<file path="config.mk">
export PLATFORM = sky130hd
export DESIGN_NAME = mpu_bus_port
export DESIGN_NICKNAME = d
export VERILOG_FILES = /design/src/rtl/mpu_bus_pkg.sv /design/src/rtl/mpu_bus_decode.sv /design/src/rtl/mpu_bus_strobe_sync.sv /design/src/rtl/mpu_bus_capture.sv /design/src/rtl/mpu_bus_port.sv
export SDC_FILE = /design/constraint.sdc
export NUM_CORES = 1
export LEC_CHECK = 0
export ABC_CLOCK_PERIOD_IN_PS = 2950
export BUFFER_PORTS_ARGS = -buffer_cell sky130_fd_sc_hd__buf_2
export CAP_MARGIN = 25
export CORE_ASPECT_RATIO = 1.2
export CORE_MARGIN = 5
export CORE_UTILIZATION = 25
export CTS_BUF_LIST = sky130_fd_sc_hd__clkbuf_16
export DETAILED_ROUTE_END_ITERATION = 10
export GPL_TIMING_DRIVEN = 0
export PLACE_DENSITY = 0.46
export SETUP_SLACK_MARGIN = 0.3
export SLEW_MARGIN = 20
export SYNTH_ARGS = -nofsm -noshare
export SYNTH_HDL_FRONTEND = slang
export SYNTH_SLANG_ARGS = --single-unit
</file>
<file path="constraint.sdc">
create_clock -name clk -period 2.95 [get_ports clk]
set_clock_uncertainty 0.15 [all_clocks]
set_input_delay 0.59 -clock clk [delete_from_list [all_inputs] [get_ports clk]]
set_output_delay 0.59 -clock clk [all_outputs]
set_load 0.1 [all_outputs]
</file>
<file path="src/rtl/mpu_bus_pkg.sv">
package mpu_bus_pkg;

  localparam int unsigned LANES     = 3;
  localparam int unsigned LN_WR_CMD = 0;
  localparam int unsigned LN_WR_DAT = 1;
  localparam int unsigned LN_RD_DAT = 2;

  typedef enum logic [2:0] {
    XF_IDLE,
    XF_DATA_WR,
    XF_DATA_RD,
    XF_CMD_WR,
    XF_STAT_RD
  } xfer_e;

  // Both selects must be asserted.
  function automatic logic is_selected(input logic cs_n, input logic cs_hi);
    return ~cs_n & cs_hi;
  endfunction

  // Read window: enable high with rw high, or read strobe low.
  function automatic logic read_level(input logic m68, input logic a, input logic b);
    return m68 ? (a & b) : ~a;
  endfunction

  // Write window: enable high with rw low, or write strobe low.
  function automatic logic write_level(input logic m68, input logic a, input logic b);
    return m68 ? (a & ~b) : ~b;
  endfunction

  function automatic xfer_e classify(input logic sel, input logic m68, input logic rs,
                                     input logic a, input logic b);
    if (!sel)                       return XF_IDLE;
    else if (write_level(m68, a, b)) return rs ? XF_DATA_WR : XF_CMD_WR;
    else if (read_level(m68, a, b))  return rs ? XF_DATA_RD : XF_STAT_RD;
    else                            return XF_IDLE;
  endfunction

endpackage

</file>
<file path="src/rtl/mpu_bus_decode.sv">
module mpu_bus_decode
  import mpu_bus_pkg::*;
(
  input  logic             mode_m68,
  input  logic             cs_n,
  input  logic             cs_hi,
  input  logic             rs,
  input  logic             strb_a,
  input  logic             strb_b,
  output logic             drive_en,
  output logic [LANES-1:0] phase
);

  logic  sel;
  xfer_e xfer;

  always_comb begin
    sel      = is_selected(cs_n, cs_hi);
    xfer     = classify(sel, mode_m68, rs, strb_a, strb_b);
    drive_en = sel & read_level(mode_m68, strb_a, strb_b);
    phase    = '0;
    phase[LN_WR_CMD] = (xfer == XF_CMD_WR);
    phase[LN_WR_DAT] = (xfer == XF_DATA_WR);
    phase[LN_RD_DAT] = (xfer == XF_DATA_RD);
  end

endmodule

</file>
<file path="src/rtl/mpu_bus_strobe_sync.sv">
module mpu_bus_strobe_sync #(
  parameter int unsigned N      = 3,
  parameter int unsigned STAGES = 2
) (
  input  logic         clk,
  input  logic         rst_n,
  input  logic [N-1:0] din,
  output logic [N-1:0] synced,
  output logic [N-1:0] ends
);

  logic [N-1:0] stg [STAGES];
  logic [N-1:0] last;

  always_ff @(posedge clk or negedge rst_n) begin
    if (!rst_n) begin
      for (int i = 0; i < int'(STAGES); i++) stg[i] <= '0;
      last <= '0;
    end else begin
      stg[0] <= din;
      for (int i = 1; i < int'(STAGES); i++) stg[i] <= stg[i-1];
      last <= stg[STAGES-1];
    end
  end

  assign synced = stg[STAGES-1];

  for (genvar g = 0; g < int'(N); g++) begin : g_lane
    assign ends[g] = last[g] & ~synced[g];

    AST_END_SINGLE: assert property (@(posedge clk) disable iff (!rst_n)
      ends[g] |=> !ends[g]);
  end

endmodule

</file>
<file path="src/rtl/mpu_bus_capture.sv">
module mpu_bus_capture #(
  parameter int unsigned DW     = 8,
  parameter int unsigned STAGES = 2
) (
  input  logic          clk,
  input  logic          rst_n,
  input  logic [DW-1:0] din,
  input  logic          load,
  output logic [DW-1:0] dout
);

  // Delay the bus by the synchronizer depth so that it lines up with the synced strobe.
  logic [DW-1:0] dly [STAGES];
  logic [DW-1:0] hold;

  always_ff @(posedge clk or negedge rst_n) begin
    if (!rst_n) begin
      for (int i = 0; i < int'(STAGES); i++) dly[i] <= '0;
      hold <= '0;
    end else begin
      dly[0] <= din;
      for (int i = 1; i < int'(STAGES); i++) dly[i] <= dly[i-1];
      if (load) hold <= dly[STAGES-1];
    end
  end

  assign dout = hold;

endmodule

</file>
<file path="src/rtl/mpu_bus_port.sv">
module mpu_bus_port
  import mpu_bus_pkg::*;
#(
  parameter int unsigned DW          = 8,
  parameter int unsigned SYNC_STAGES = 2
) (
  input  logic          clk,
  input  logic          rst_n,
  input  logic          mode_m68,
  input  logic          cs_n,
  input  logic          cs_hi,
  input  logic          rs,
  input  logic          strb_a,
  input  logic          strb_b,
  input  logic [DW-1:0] db_in,
  output logic [DW-1:0] db_out,
  output logic          db_oe,
  input  logic          core_busy,
  input  logic [DW-2:0] core_stat,
  input  logic [DW-1:0] core_rd_data,
  output logic          cmd_wr_p,
  output logic          dat_wr_p,
  output logic          dat_rd_p,
  output logic [DW-1:0] wr_byte
);

  logic [LANES-1:0] phase;
  logic [LANES-1:0] synced;
  logic [LANES-1:0] ends;
  logic             drive_en;
  logic             wr_load;
  logic [DW-1:0]    status_word;

  mpu_bus_decode u_decode (
    .mode_m68 (mode_m68),
    .cs_n     (cs_n),
    .cs_hi    (cs_hi),
    .rs       (rs),
    .strb_a   (strb_a),
    .strb_b   (strb_b),
    .drive_en (drive_en),
    .phase    (phase)
  );

  mpu_bus_strobe_sync #(.N(LANES), .STAGES(SYNC_STAGES)) u_sync (
    .clk    (clk),
    .rst_n  (rst_n),
    .din    (phase),
    .synced (synced),
    .ends   (ends)
  );

  assign wr_load = synced[LN_WR_CMD] | synced[LN_WR_DAT];

  mpu_bus_capture #(.DW(DW), .STAGES(SYNC_STAGES)) u_capture (
    .clk   (clk),
    .rst_n (rst_n),
    .din   (db_in),
    .load  (wr_load),
    .dout  (wr_byte)
  );

  // Busy blocks everything except status reads, which create no pulse anyway.
  assign cmd_wr_p = ends[LN_WR_CMD] & ~core_busy;
  assign dat_wr_p = ends[LN_WR_DAT] & ~core_busy;
  assign dat_rd_p = ends[LN_RD_DAT] & ~core_busy;

  assign status_word = {core_busy, core_stat};
  assign db_out      = rs ? core_rd_data : status_word;
  assign db_oe       = drive_en;

  AST_DESEL_NO_DRIVE: assert property (@(posedge clk) disable iff (!rst_n)
    (cs_n || !cs_hi) |-> !db_oe);
  AST_ONE_KIND: assert property (@(posedge clk) disable iff (!rst_n)
    $onehot0({cmd_wr_p, dat_wr_p, dat_rd_p}));
  AST_BUSY_BLOCKS: assert property (@(posedge clk) disable iff (!rst_n)
    core_busy |-> !(cmd_wr_p || dat_wr_p || dat_rd_p));
  AST_STATUS_BUSY_BIT: assert property (@(posedge clk) disable iff (!rst_n)
    (db_oe && !rs) |-> (db_out[DW-1] == core_busy));

endmodule

</file>
==> key figures, run 1 <==
Setup path
  – CP peak stage delay: 0.43 ns
  – Crit path cell chain: buf_2 > or2_1 > a21oi_2 > buf_2
  – Worst path most repeated cell: buf_2
  – CP Capture Type: primary output
  – CP Data Required Time: 2.21 ns
  – Reg2reg setup slack: 1.63 ns
  – Startpoint types: input pin
  – Critical path fanouts, max: 4
  – Worst Path Arrival: 1.53 ns
  – Slowest CP cell: buf_2
  – WS Path Type: input pin to primary output
  – Cell family with most CP delay: buffers and inverters
  – Critical path buffer and inverter count: 2

Timing
  – Final hold viol count: 0
  – Final Slew Violations: 0
  – Final worst-path cycle share: 0.768
  – Max frequency: 0.441 GHz
  – Tmin final: 2.27 ns
  – Slew margin rel.: 0.539
  – Fin Setup TNS: 0 ns
  – Final setup fails: 0
  – RSZ-0062 raised after global routing: no
  – Worst Slack Setup Final: 0.684 ns
  – Worst Max-Slew Pin Slew: 0.692 ns

Route
  – DRC Markers: 0
  – Initial DRC count: 15
  – Vias per cell: 4.06
  – Post-route ant nets: 0
  – Routed vias: 722
  – First-pass DRT Iterations: 3
  – Total wire length: 2140 microns
  – Wire length per cell: 12.0 microns

Synth
  – Synth Area in Adders: 0
  – Unique masters post-synth: 14
  – Yosys warns: 0
  – Synth Area in Compound Gates: 0.00898
  – Sequential area share after synthesis: 0.741
  – Mux cell area share after synthesis: 0.162
  – Top-area cell type share of the netlist area: 0.741
  – Syn Nets: 96
  – Synth area leaders: dfrtp_1 74%, mux2_2 16%, nor3b_1 2.0%, nor4b_2 1.3%, nor2_4 1.0%
  – Cells after Synth: 64
  – Post-Synth XOR/XNOR Area: 0
  – Largest family of logic cells by synthesized area: multiplexers
  – Synthesized area: 0.00111 sq mm
  – Synth area leader: dfrtp_1
  – Mean Syn Cell Area: 17.4 sq um
  – Simple-Gate Fraction of Synth Area: 0.0819
  – #FFs+latches synth: 33

Power and ir drop
  – Internal power: 868 uW
  – Maximum VDD drop: 0.000246 V
  – Leakage: 0.785 nW
  – Flop pwr share: 0.374
  – Switching Share: 0.365
  – Power share of the combinational group: 0.295
  – Power per standard cell area: 859 mW/mm^2
  – Switch Pwr: 499 uW
  – Clock Power Share: 0.331

CTS
  – Post-CTS setup buffers: 0
  – Clock root buffer: clkbuf_16
  – TritonCTS Buffers: 5
  – Post-CTS Resized: 0
  – CTS Buffer Depth: 2
  – Clk pin slew, worst setup/hold paths: 0.05 ns
  – CTS Sinks: 33
  – CTS tree: yes
  – CTS Hold Bufs: 0
  – Worst-skew pair later-pin latency: 0.27 ns
  – H-tree depth: 2

Outcome
  – Run status: finished, final reports clean

GRT
  – Total congestion overflow: 0
  – First-pass GRT wire length: 3550 microns
  – Antenna violations before repair: 0
  – GRT Util Overall: 0.0801
  – Vias in the first global route: 760
  – Largest net degree at the start of global routing: 34

Final layout
  – # diodes: 0
  – Fin nets: 154
  – Final core occ: 0.371
  – Layout cells sized above 1: 0.648
  – Area Overhead vs Synth: 42.8%
  – Cell Count, Final, Fillers Out: 178

Placement
  – GP Congestion: 0.640
  – PortBufs: 51
  – Final HPWL DP: 1700 microns
  – Post-placement cell count: 171
  – Dpl ws: 0.686 ns

Flow run
  – Max Cap Viol: 0

Floorplan
  – Core box area: 0.00429 sq mm
  – Initial core utilization: 0.260
  – Die height: 83.2 microns
  – DIE AREA: 0.00590 sq mm
  – Row count: 26
  – Die Wd: 71.0 microns
  – Ports: 52

Hold path
  – Hold/Removal Path Class: flop to flop
-- cell type report --
class	count	area, sq um
timing repair buffer	51	255
sequential	33	826
clock buffer	5	125
clock inverter	2	7.51
tap	56	70.1
buffer	1	7.51
multi-input combinational	30	300
fill	444	2700
-- worst reg2reg max path, cell delays in order, from the launching register on --
cell and delay (ns):
dfrtp_1 0.42, nor2_4 0.26, mux2_2 0.37
-- synthesized netlist by cell type (all sizes together) --
library cell  number
nor4b              1
nor4               1
nand3              1
a21oi              2
nor3b              3
dfrtp             33
mux2              16
nand2b             1
nand2              1
nand4b             1
nor2b              1
buf                1
nor2               1
or2                1
-- flip-flops by register name (all words and copies together), names as in the netlist --
signal and flops:
u_sync.last 3, u_sync.stg 3, u_sync.synced 3, u_capture.dly 16
u_capture.dout 8
-- cells in the final DEF, fill, tap and decap left out, drive strengths merged --
master / netlist / routed
nand3: 1 / 1
mux2: 16 / 16
nor3b: 3 / 3
nor4b: 1 / 1
nor4: 1 / 1
nand4b: 1 / 1
clkbuf: 0 / 5
buf: 1 / 52
nand2: 1 / 1
nor2: 1 / 1
dfrtp: 33 / 33
nand2b: 1 / 1
or2: 1 / 1
inv: 0 / 1
clkinv: 0 / 1
nor2b: 1 / 1
a21oi: 2 / 2
-- cell families after synthesis --
family | Yosys count
AOI/OAI and AO/OA | 2
DFF | 33
buffers and inverters | 1
and+or+nand+nor | 12
muxes | 16
-- stage by stage --
| step | area, sq um | hold slack [ns] | power, mW |
|---|---|---|---|
| after floorplan | 1130 | 0.144 | 0.845 |
| after global placement | 1460 | 0.182 | 0.920 |
| after detailed placement | 1460 | 0.185 | 0.926 |
| after CTS | 1590 | 0.195 | 1.39 |
| after global routing | 1590 | 0.202 | 1.42 |
| final | 1590 | 0.195 | 1.37 |
-- metal layers --
layer,track usage,wire [microns]
met1,0.0823,748
met2,0.133,1220
met3,0.0350,142
met4,0.0462,27
met5,0,0
-- power by group through the flow --
stage / Combinational [mW] / Clock (mW) / Sequential, mW
global placement: 0.403 / 0 / 0.517
CTS: 0.408 / 0.470 / 0.511
finish: 0.403 / 0.453 / 0.511
floorplan: 0.118 / 0 / 0.727
detailed placement: 0.408 / 0 / 0.519
global route: 0.418 / 0.491 / 0.515
-- worst paths after layout --
check / from / cells past startpoint / end
min in group asynchronous: rst_n / 1 / u_sync.last[2]$_DFF_PN0_
worst max register to register: u_sync.synced[1]$_DFF_PN0_ / 2 / u_capture.dout[6]$_DFFE_PN0P_
worst min register to register: u_sync.stg[3]$_DFF_PN0_ / 0 / u_sync.synced[0]$_DFF_PN0_
max in group asynchronous: rst_n / 1 / u_capture.dly[2]$_DFF_PN0_
worst min-delay path: u_sync.stg[3]$_DFF_PN0_ / 0 / u_sync.synced[0]$_DFF_PN0_
worst max-delay path: strb_a / 4 / db_oe
(Power assumes the default switching activity.)
==> inputs of run 2 (changes only) <==
--- a/config.mk
+++ b/config.mk
@@ -5,7 +5,7 @@
 export SDC_FILE = /design/constraint.sdc
 export NUM_CORES = 1
 export LEC_CHECK = 0
-export ABC_CLOCK_PERIOD_IN_PS = 2950
+export ABC_CLOCK_PERIOD_IN_PS = 1900
 export BUFFER_PORTS_ARGS = -buffer_cell sky130_fd_sc_hd__buf_2
 export CAP_MARGIN = 25
 export CORE_ASPECT_RATIO = 1.2
@@ -14,7 +14,7 @@
 export CTS_BUF_LIST = sky130_fd_sc_hd__clkbuf_16
 export DETAILED_ROUTE_END_ITERATION = 10
 export GPL_TIMING_DRIVEN = 0
-export PLACE_DENSITY = 0.46
+export PLACE_DENSITY = 0.48
 export SETUP_SLACK_MARGIN = 0.3
 export SLEW_MARGIN = 20
 export SYNTH_ARGS = -nofsm -noshare
==> constraint.sdc (replaced) <==
create_clock -name clk -period 1.9 [get_ports clk]
set_clock_uncertainty 0.15 [all_clocks]
set_input_delay 0.38 -clock clk [delete_from_list [all_inputs] [get_ports clk]]
set_output_delay 0.38 -clock clk [all_outputs]
set_load 0.1 [all_outputs]
==> key figures, run 2 (same netlist as run 1, synthesis figures left out) <==
Outcome
  – Run status: finished, final reports clean

Setup path
  – CP Capture Type: primary output
  – Critical path fanouts, max: 3 (-1)
  – Slowest CP cell: dfrtp_2
  – WS Path Type: flop to primary output
  – Crit path cell chain: nor3b_4 > buf_12
  – R2R Path Start: u_sync.synced[1]$_DFF_PN0_
  – CP peak stage delay: 0.43 ns (about the same)
  – Startpoint types: flop
  – Cell family with most CP delay: flip-flops
  – Worst Path Arrival: 1.15 ns (-0.38 ns)
  – Critical path buffer and inverter count: 1 (-1)
  – WP depth: 2 (-2)
  – CP Data Required Time: 1.37 ns (-0.84 ns)
  – Crit path launch: u_sync.synced[1]$_DFF_PN0_
  – Reg2reg path depth: 3 (+1)

Route
  – Post-route ant nets: 0 (unchanged)
  – Routed vias: 738 (+2.2%)
  – DRC Markers: 0 (unchanged)
  – Initial DRC count: 13 (-2)
  – First-pass DRT Iterations: 2 (-1)
  – Wire length per cell: 12.8 microns (+6.6%)
  – Total wire length: 2360 microns (+10%)
  – Vias per cell: 4.01 (-1.1%)

GRT
  – First-pass GRT wire length: 4080 microns (+15%)
  – Antenna violations before repair: 0 (unchanged)
  – Largest net degree at the start of global routing: 34 (unchanged)
  – Total congestion overflow: 0 (unchanged)
  – GRT Util Overall: 0.0928 (+0.0127)
  – Vias in the first global route: 862 (+13%)

Placement
  – Dpl ws: 0.0699 ns (-0.616 ns)
  – PortBufs: 51 (unchanged)
  – Final HPWL DP: 1670 microns (-1.4%)
  – GP Congestion: 0.688 (+7.6%)

Timing
  – Tmin final: 1.68 ns
  – Final worst-path cycle share: 0.882
  – Worst Slack Setup Final: 0.224 ns (-0.460 ns)
  – Worst Max-Slew Pin Slew: 0.711 ns (+0.0193 ns)
  – Fin Setup TNS: 0 ns (unchanged)
  – Final hold viol count: 0 (unchanged)
  – Slew margin rel.: 0.526 (-0.0128)
  – Final setup fails: 0 (unchanged)
  – RSZ-0062 raised after global routing: yes
  – Final Slew Violations: 0 (unchanged)
  – Max frequency: 0.597 GHz

CTS
  – CTS tree: yes
  – CTS Hold Bufs: 0 (unchanged)
  – Clock root buffer: clkbuf_16
  – CTS Buffer Depth: 2 (unchanged)
  – Clk pin slew, worst setup/hold paths: 0.05 ns (about the same)
  – H-tree depth: 2 (unchanged)
  – TritonCTS Buffers: 5 (unchanged)
  – CTS Sinks: 33 (unchanged)
  – Worst-skew pair later-pin latency: 0.27 ns (about the same)

Floorplan
  – Initial core utilization: 0.260 (unchanged)
  – DIE AREA: 0.00590 sq mm (unchanged)
  – Core box area: 0.00429 sq mm (unchanged)
  – Die Wd: 71.0 microns (unchanged)
  – Ports: 52 (unchanged)
  – Die height: 83.2 microns (unchanged)
  – Row count: 26 (unchanged)

Power and ir drop
  – Leakage: 0.925 nW (+18%)
  – Maximum VDD drop: 0.000356 V (+45%)
  – Power share of the combinational group: 0.283 (-0.012)
  – Switch Pwr: 824 uW (+65%)
  – Power per standard cell area: 1290 mW/mm^2 (+50%)
  – Switching Share: 0.326 (-0.0389)
  – Tot Pwr: 2.52 mW (+85%)
  – Clock Power Share: 0.403 (+0.072)
  – Flop pwr share: 0.314 (-0.060)
  – Internal power: 1.70 mW (+96%)

Final layout
  – Layout cells sized above 1: 0.711 (+0.0634)
  – Commonest non-fill, non-tap cells in the layout: 33 x buf_2, 31 x dfrtp_1, 11 x buf_12, 9 x mux2_2, 7 x mux2_4
  – # diodes: 0 (unchanged)
  – Area Overhead vs Synth: 75.3%
  – Most flops, register: u_capture.dly
  – Largest register FFs: 16 (unchanged)
  – Most common cell after layout, fill and taps aside: buf_2
  – Fin nets: 159 (+3.2%)

Flow run
  – Max Cap Viol: 0 (unchanged)

Hold path
  – Hold/Removal Path Class: input pin to async pin
==> run 2: metal layers <==
layer | GRT usage | vias to the layer above | wire [microns]
li1 | - | 348 | -
met1 | 0.101 | 356 | 823
met2 | 0.141 | 27 | 1290
met3 | 0.0278 | 7 | 142
met4 | 0.0872 | 0 | 97
met5 | 0 | - | 0
==> run 2: worst reg2reg max path: cells and delay by family, from the launching register on <==
family / cells / cell delay (ns)
buf+inv: 1 / 0.15
flops: 1 / 0.43
mux: 1 / 0.37
simple gates: 1 / 0.24
==> run 2: power by group through the flow <==
stage	Combinational [mW]	Clock, mW	Sequential [mW]
floorplan	0.195	0	1.13
global placement	0.640	0	0.803
detailed placement	0.647	0	0.805
CTS	0.710	1.04	0.793
global route	0.740	1.08	0.802
finish	0.714	1.02	0.793
==> run 2: layout make-up <==
cell class                      instances  area (sq um)
Clock inverter                          3          65.1
Sequential cell                        33           828
Multi-Input combinational cell         30           360
Buffer                                  1          15.0
Clock buffer                            5           125
Fill cell                             419          2340
Timing Repair Buffer                   56           490
Tap cell                               56          70.1
==> run 2: worst paths after layout <==
kind	end	slack (ns)
worst max-delay path	dat_wr_p	0.22
worst min-delay path	u_capture.dly[4]$_DFF_PN0_	0.007
worst max register to register	u_capture.dout[2]$_DFFE_PN0P_	0.44
worst min register to register	u_sync.synced[2]$_DFF_PN0_	0.20
max in group asynchronous	u_sync.synced[0]$_DFF_PN0_	1.09
min in group clk	u_capture.dly[13]$_DFF_PN0_	0.06
==> run 2: metrics by stage <==
| stage | utilization | cell area [sq um] | hold slack (ns) | instances |
|---|---|---|---|---|
| 2_1_floorplan | - | 1190 | -0.0656 | 64 |
| 3_3_place_gp | 0.353 | 1510 | 0.182 | 171 |
| 3_5_place_dp | 0.353 | 1510 | 0.186 | 171 |
| 4_1_cts | 0.450 | 1930 | 0.0238 | 183 |
| 5_1_grt | 0.455 | 1950 | 0.0464 | 184 |
| 6_report | 0.455 | 1950 | 0.00666 | 184 |
==> run 2: repair_timing <==
item	4_1_cts	5_1_grt
resized for setup	53	4
setup endpoints to repair	12	14
buffers inserted	4	1
pin swaps	3	3
gates cloned	0	0
==> inputs of run 3 (changes only) <==
--- a/config.mk
+++ b/config.mk
@@ -10,11 +10,11 @@
 export CAP_MARGIN = 25
 export CORE_ASPECT_RATIO = 1.2
 export CORE_MARGIN = 5
-export CORE_UTILIZATION = 25
+export CORE_UTILIZATION = 40
 export CTS_BUF_LIST = sky130_fd_sc_hd__clkbuf_16
 export DETAILED_ROUTE_END_ITERATION = 10
 export GPL_TIMING_DRIVEN = 0
-export PLACE_DENSITY = 0.48
+export PLACE_DENSITY = 0.71
 export SETUP_SLACK_MARGIN = 0.3
 export SLEW_MARGIN = 20
 export SYNTH_ARGS = -nofsm -noshare
==> key figures, run 3 (same netlist as run 1, synthesis figures left out) <==
Floorplan
  – Ports: 52 (unchanged)
  – Die height: 67.8 microns (-18%)
  – Core box area: 0.00273 sq mm (-36%)
  – Initial core utilization: 0.408 (+0.148)
  – DIE AREA: 0.00395 sq mm (-33%)
  – Row count: 21 (-19%)
  – Die Wd: 58.2 microns (-18%)

Setup path
  – Cell family with most CP delay: flip-flops
  – Reg2reg path depth: 4 (+1)
  – Worst Path Arrival: 1.12 ns (-0.03 ns)
  – Reg2reg setup slack: 0.31 ns (-0.13 ns)
  – Slowest CP cell: dfrtp_2
  – WS Path Type: flop to primary output
  – Critical path buffer and inverter count: 1 (unchanged)
  – Crit path cell chain: nor3b_4 > buf_12
  – CP Capture Type: primary output
  – R2R Path Start: u_sync.synced[1]$_DFF_PN0_
  – Startpoint types: flop
  – CP Data Required Time: 1.37 ns (about the same)
  – CP peak stage delay: 0.41 ns (-0.02 ns)
  – Critical path fanouts, max: 2 (-1)
  – R2R Path End: u_capture.dout[2]$_DFFE_PN0P_

Timing
  – Worst Max-Slew Pin Slew: 0.673 ns (-0.0381 ns)
  – Final worst-path cycle share: 0.866 (-0.0160)
  – RSZ-0062 raised after global routing: yes
  – Final setup fails: 0 (unchanged)
  – Slew margin rel.: 0.551 (+0.0254)
  – Final hold viol count: 0 (unchanged)
  – Final Slew Violations: 0 (unchanged)
  – Max frequency: 0.608 GHz (+1.8%)
  – Tmin final: 1.65 ns (-0.0304 ns)
  – Worst Slack Setup Final: 0.254 ns (+0.0304 ns)
  – Fin Setup TNS: 0 ns (unchanged)

GRT
  – Vias in the first global route: 774 (-10%)
  – Total congestion overflow: 0 (unchanged)
  – First-pass GRT wire length: 3640 microns (-11%)
  – Largest net degree at the start of global routing: 34 (unchanged)
  – Antenna violations before repair: 0 (unchanged)
  – GRT Util Overall: 0.129 (+0.0366)

Hold path
  – Hold/Removal Path Class: input pin to async pin

Power and ir drop
  – Maximum VDD drop: 0.00102 V (+190%)
  – Power per standard cell area: 1200 mW/mm^2 (-7.2%)
  – Tot Pwr: 2.22 mW (-12%)
  – Leakage: 0.893 nW (-3.4%)

Flow run
  – Max Cap Viol: 0 (unchanged)

CTS
  – H-tree depth: 2 (unchanged)
  – Clock root buffer: clkbuf_16
  – CTS Sinks: 33 (unchanged)
  – Worst-skew pair later-pin latency: 0.27 ns (about the same)
  – Clk pin slew, worst setup/hold paths: 0.05 ns (about the same)
  – CTS Buffer Depth: 2 (unchanged)
  – TritonCTS Buffers: 5 (unchanged)
  – CTS Hold Bufs: 0 (unchanged)
  – CTS tree: yes

Final layout
  – Layout filler cell count: 199 (-53%)
  – Layout cells sized above 1: 0.685 (-0.0259)
  – Commonest non-fill, non-tap cells in the layout: 34 x buf_2, 31 x dfrtp_1, 11 x buf_12, 9 x mux2_2, 7 x mux2_4
  – # diodes: 0 (unchanged)
  – Area Overhead vs Synth: 66.4%
  – Most flops, register: u_capture.dly
  – Largest register FFs: 16 (unchanged)
  – Fin nets: 158 (-0.63%)
  – Most common cell after layout, fill and taps aside: buf_2

Route
  – Vias per cell: 4.58 (+14%)
  – Routed vias: 738 (unchanged)
  – First-pass DRT Iterations: 4 (+2)
  – Post-route ant nets: 0 (unchanged)
  – Wire length per cell: 15.1 microns (+18%)
  – Initial DRC count: 16 (+3)
  – DRC Markers: 0 (unchanged)
  – Total wire length: 2430 microns (+3.0%)

Placement
  – Dpl ws: 0.0626 ns (-0.00729 ns)
  – GP Congestion: 0.599 (-13%)
  – PortBufs: 51 (unchanged)

Outcome
  – Run status: finished, final reports clean
-- run 3: worst max-delay path by stage --
stage	to	cells after the start	startpoint	slack, ns
after detailed placement	db_oe	4	strb_a	0.06
after global routing	cmd_wr_p	2	u_sync.synced[0]$_DFF_PN0_	0.21
after floorplan	dat_wr_p	1	u_sync.synced[1]$_DFF_PN0_	0.10
after CTS	dat_wr_p	2	u_sync.synced[1]$_DFF_PN0_	0.24
final	cmd_wr_p	2	u_sync.synced[0]$_DFF_PN0_	0.25
after global placement	db_oe	4	strb_a	0.08
-- run 3: cell type report --
class	count	area, sq um	share of cell area
flip-flops and latches	33	828	0.446
repair buffers	55	477	0.257
multi-input cells	30	355	0.192
clock buffers	5	125	0.0674
well taps	34	42.5	0.0229
plain buffers	1	15.0	0.00809
clock inverters	3	12.5	0.00674
-- run 3: per-stage QoR --
stage / cells / utilization / instance area [sq um] / hold slack [ns]
after CTS: 160 / 0.674 / 1840 / 0.0246
after floorplan: 64 / - / 1190 / -0.0656
final: 161 / 0.679 / 1860 / 0.00315
after global routing: 161 / 0.679 / 1860 / 0.0579
after detailed placement: 149 / 0.544 / 1490 / 0.185
after global placement: 149 / 0.544 / 1490 / 0.181
-- run 3: timing repair --
item,in CTS,in global routing
setup buffers,3,1
setup endpoints to repair,12,13
pin swaps,5,5
resized for setup,53,2
-- run 3: layer usage --
| layer | up-vias | global-route usage | share of wire |
|---|---|---|---|
| met5 | - | 0 | 0 |
| met4 | 0 | 0.0696 | 0.026 |
| met3 | 6 | 0.0472 | 0.045 |
| met2 | 21 | 0.232 | 0.61 |
| met1 | 365 | 0.131 | 0.31 |
| li1 | 346 | - | - |
-- run 3: where the power goes --
part / total [mW] / internal, mW / switching [mW]
logic: 0.710 / 0.179 / 0.531
clock network: 0.718 / 0.471 / 0.247
registers: 0.796 / 0.769 / 0.0265
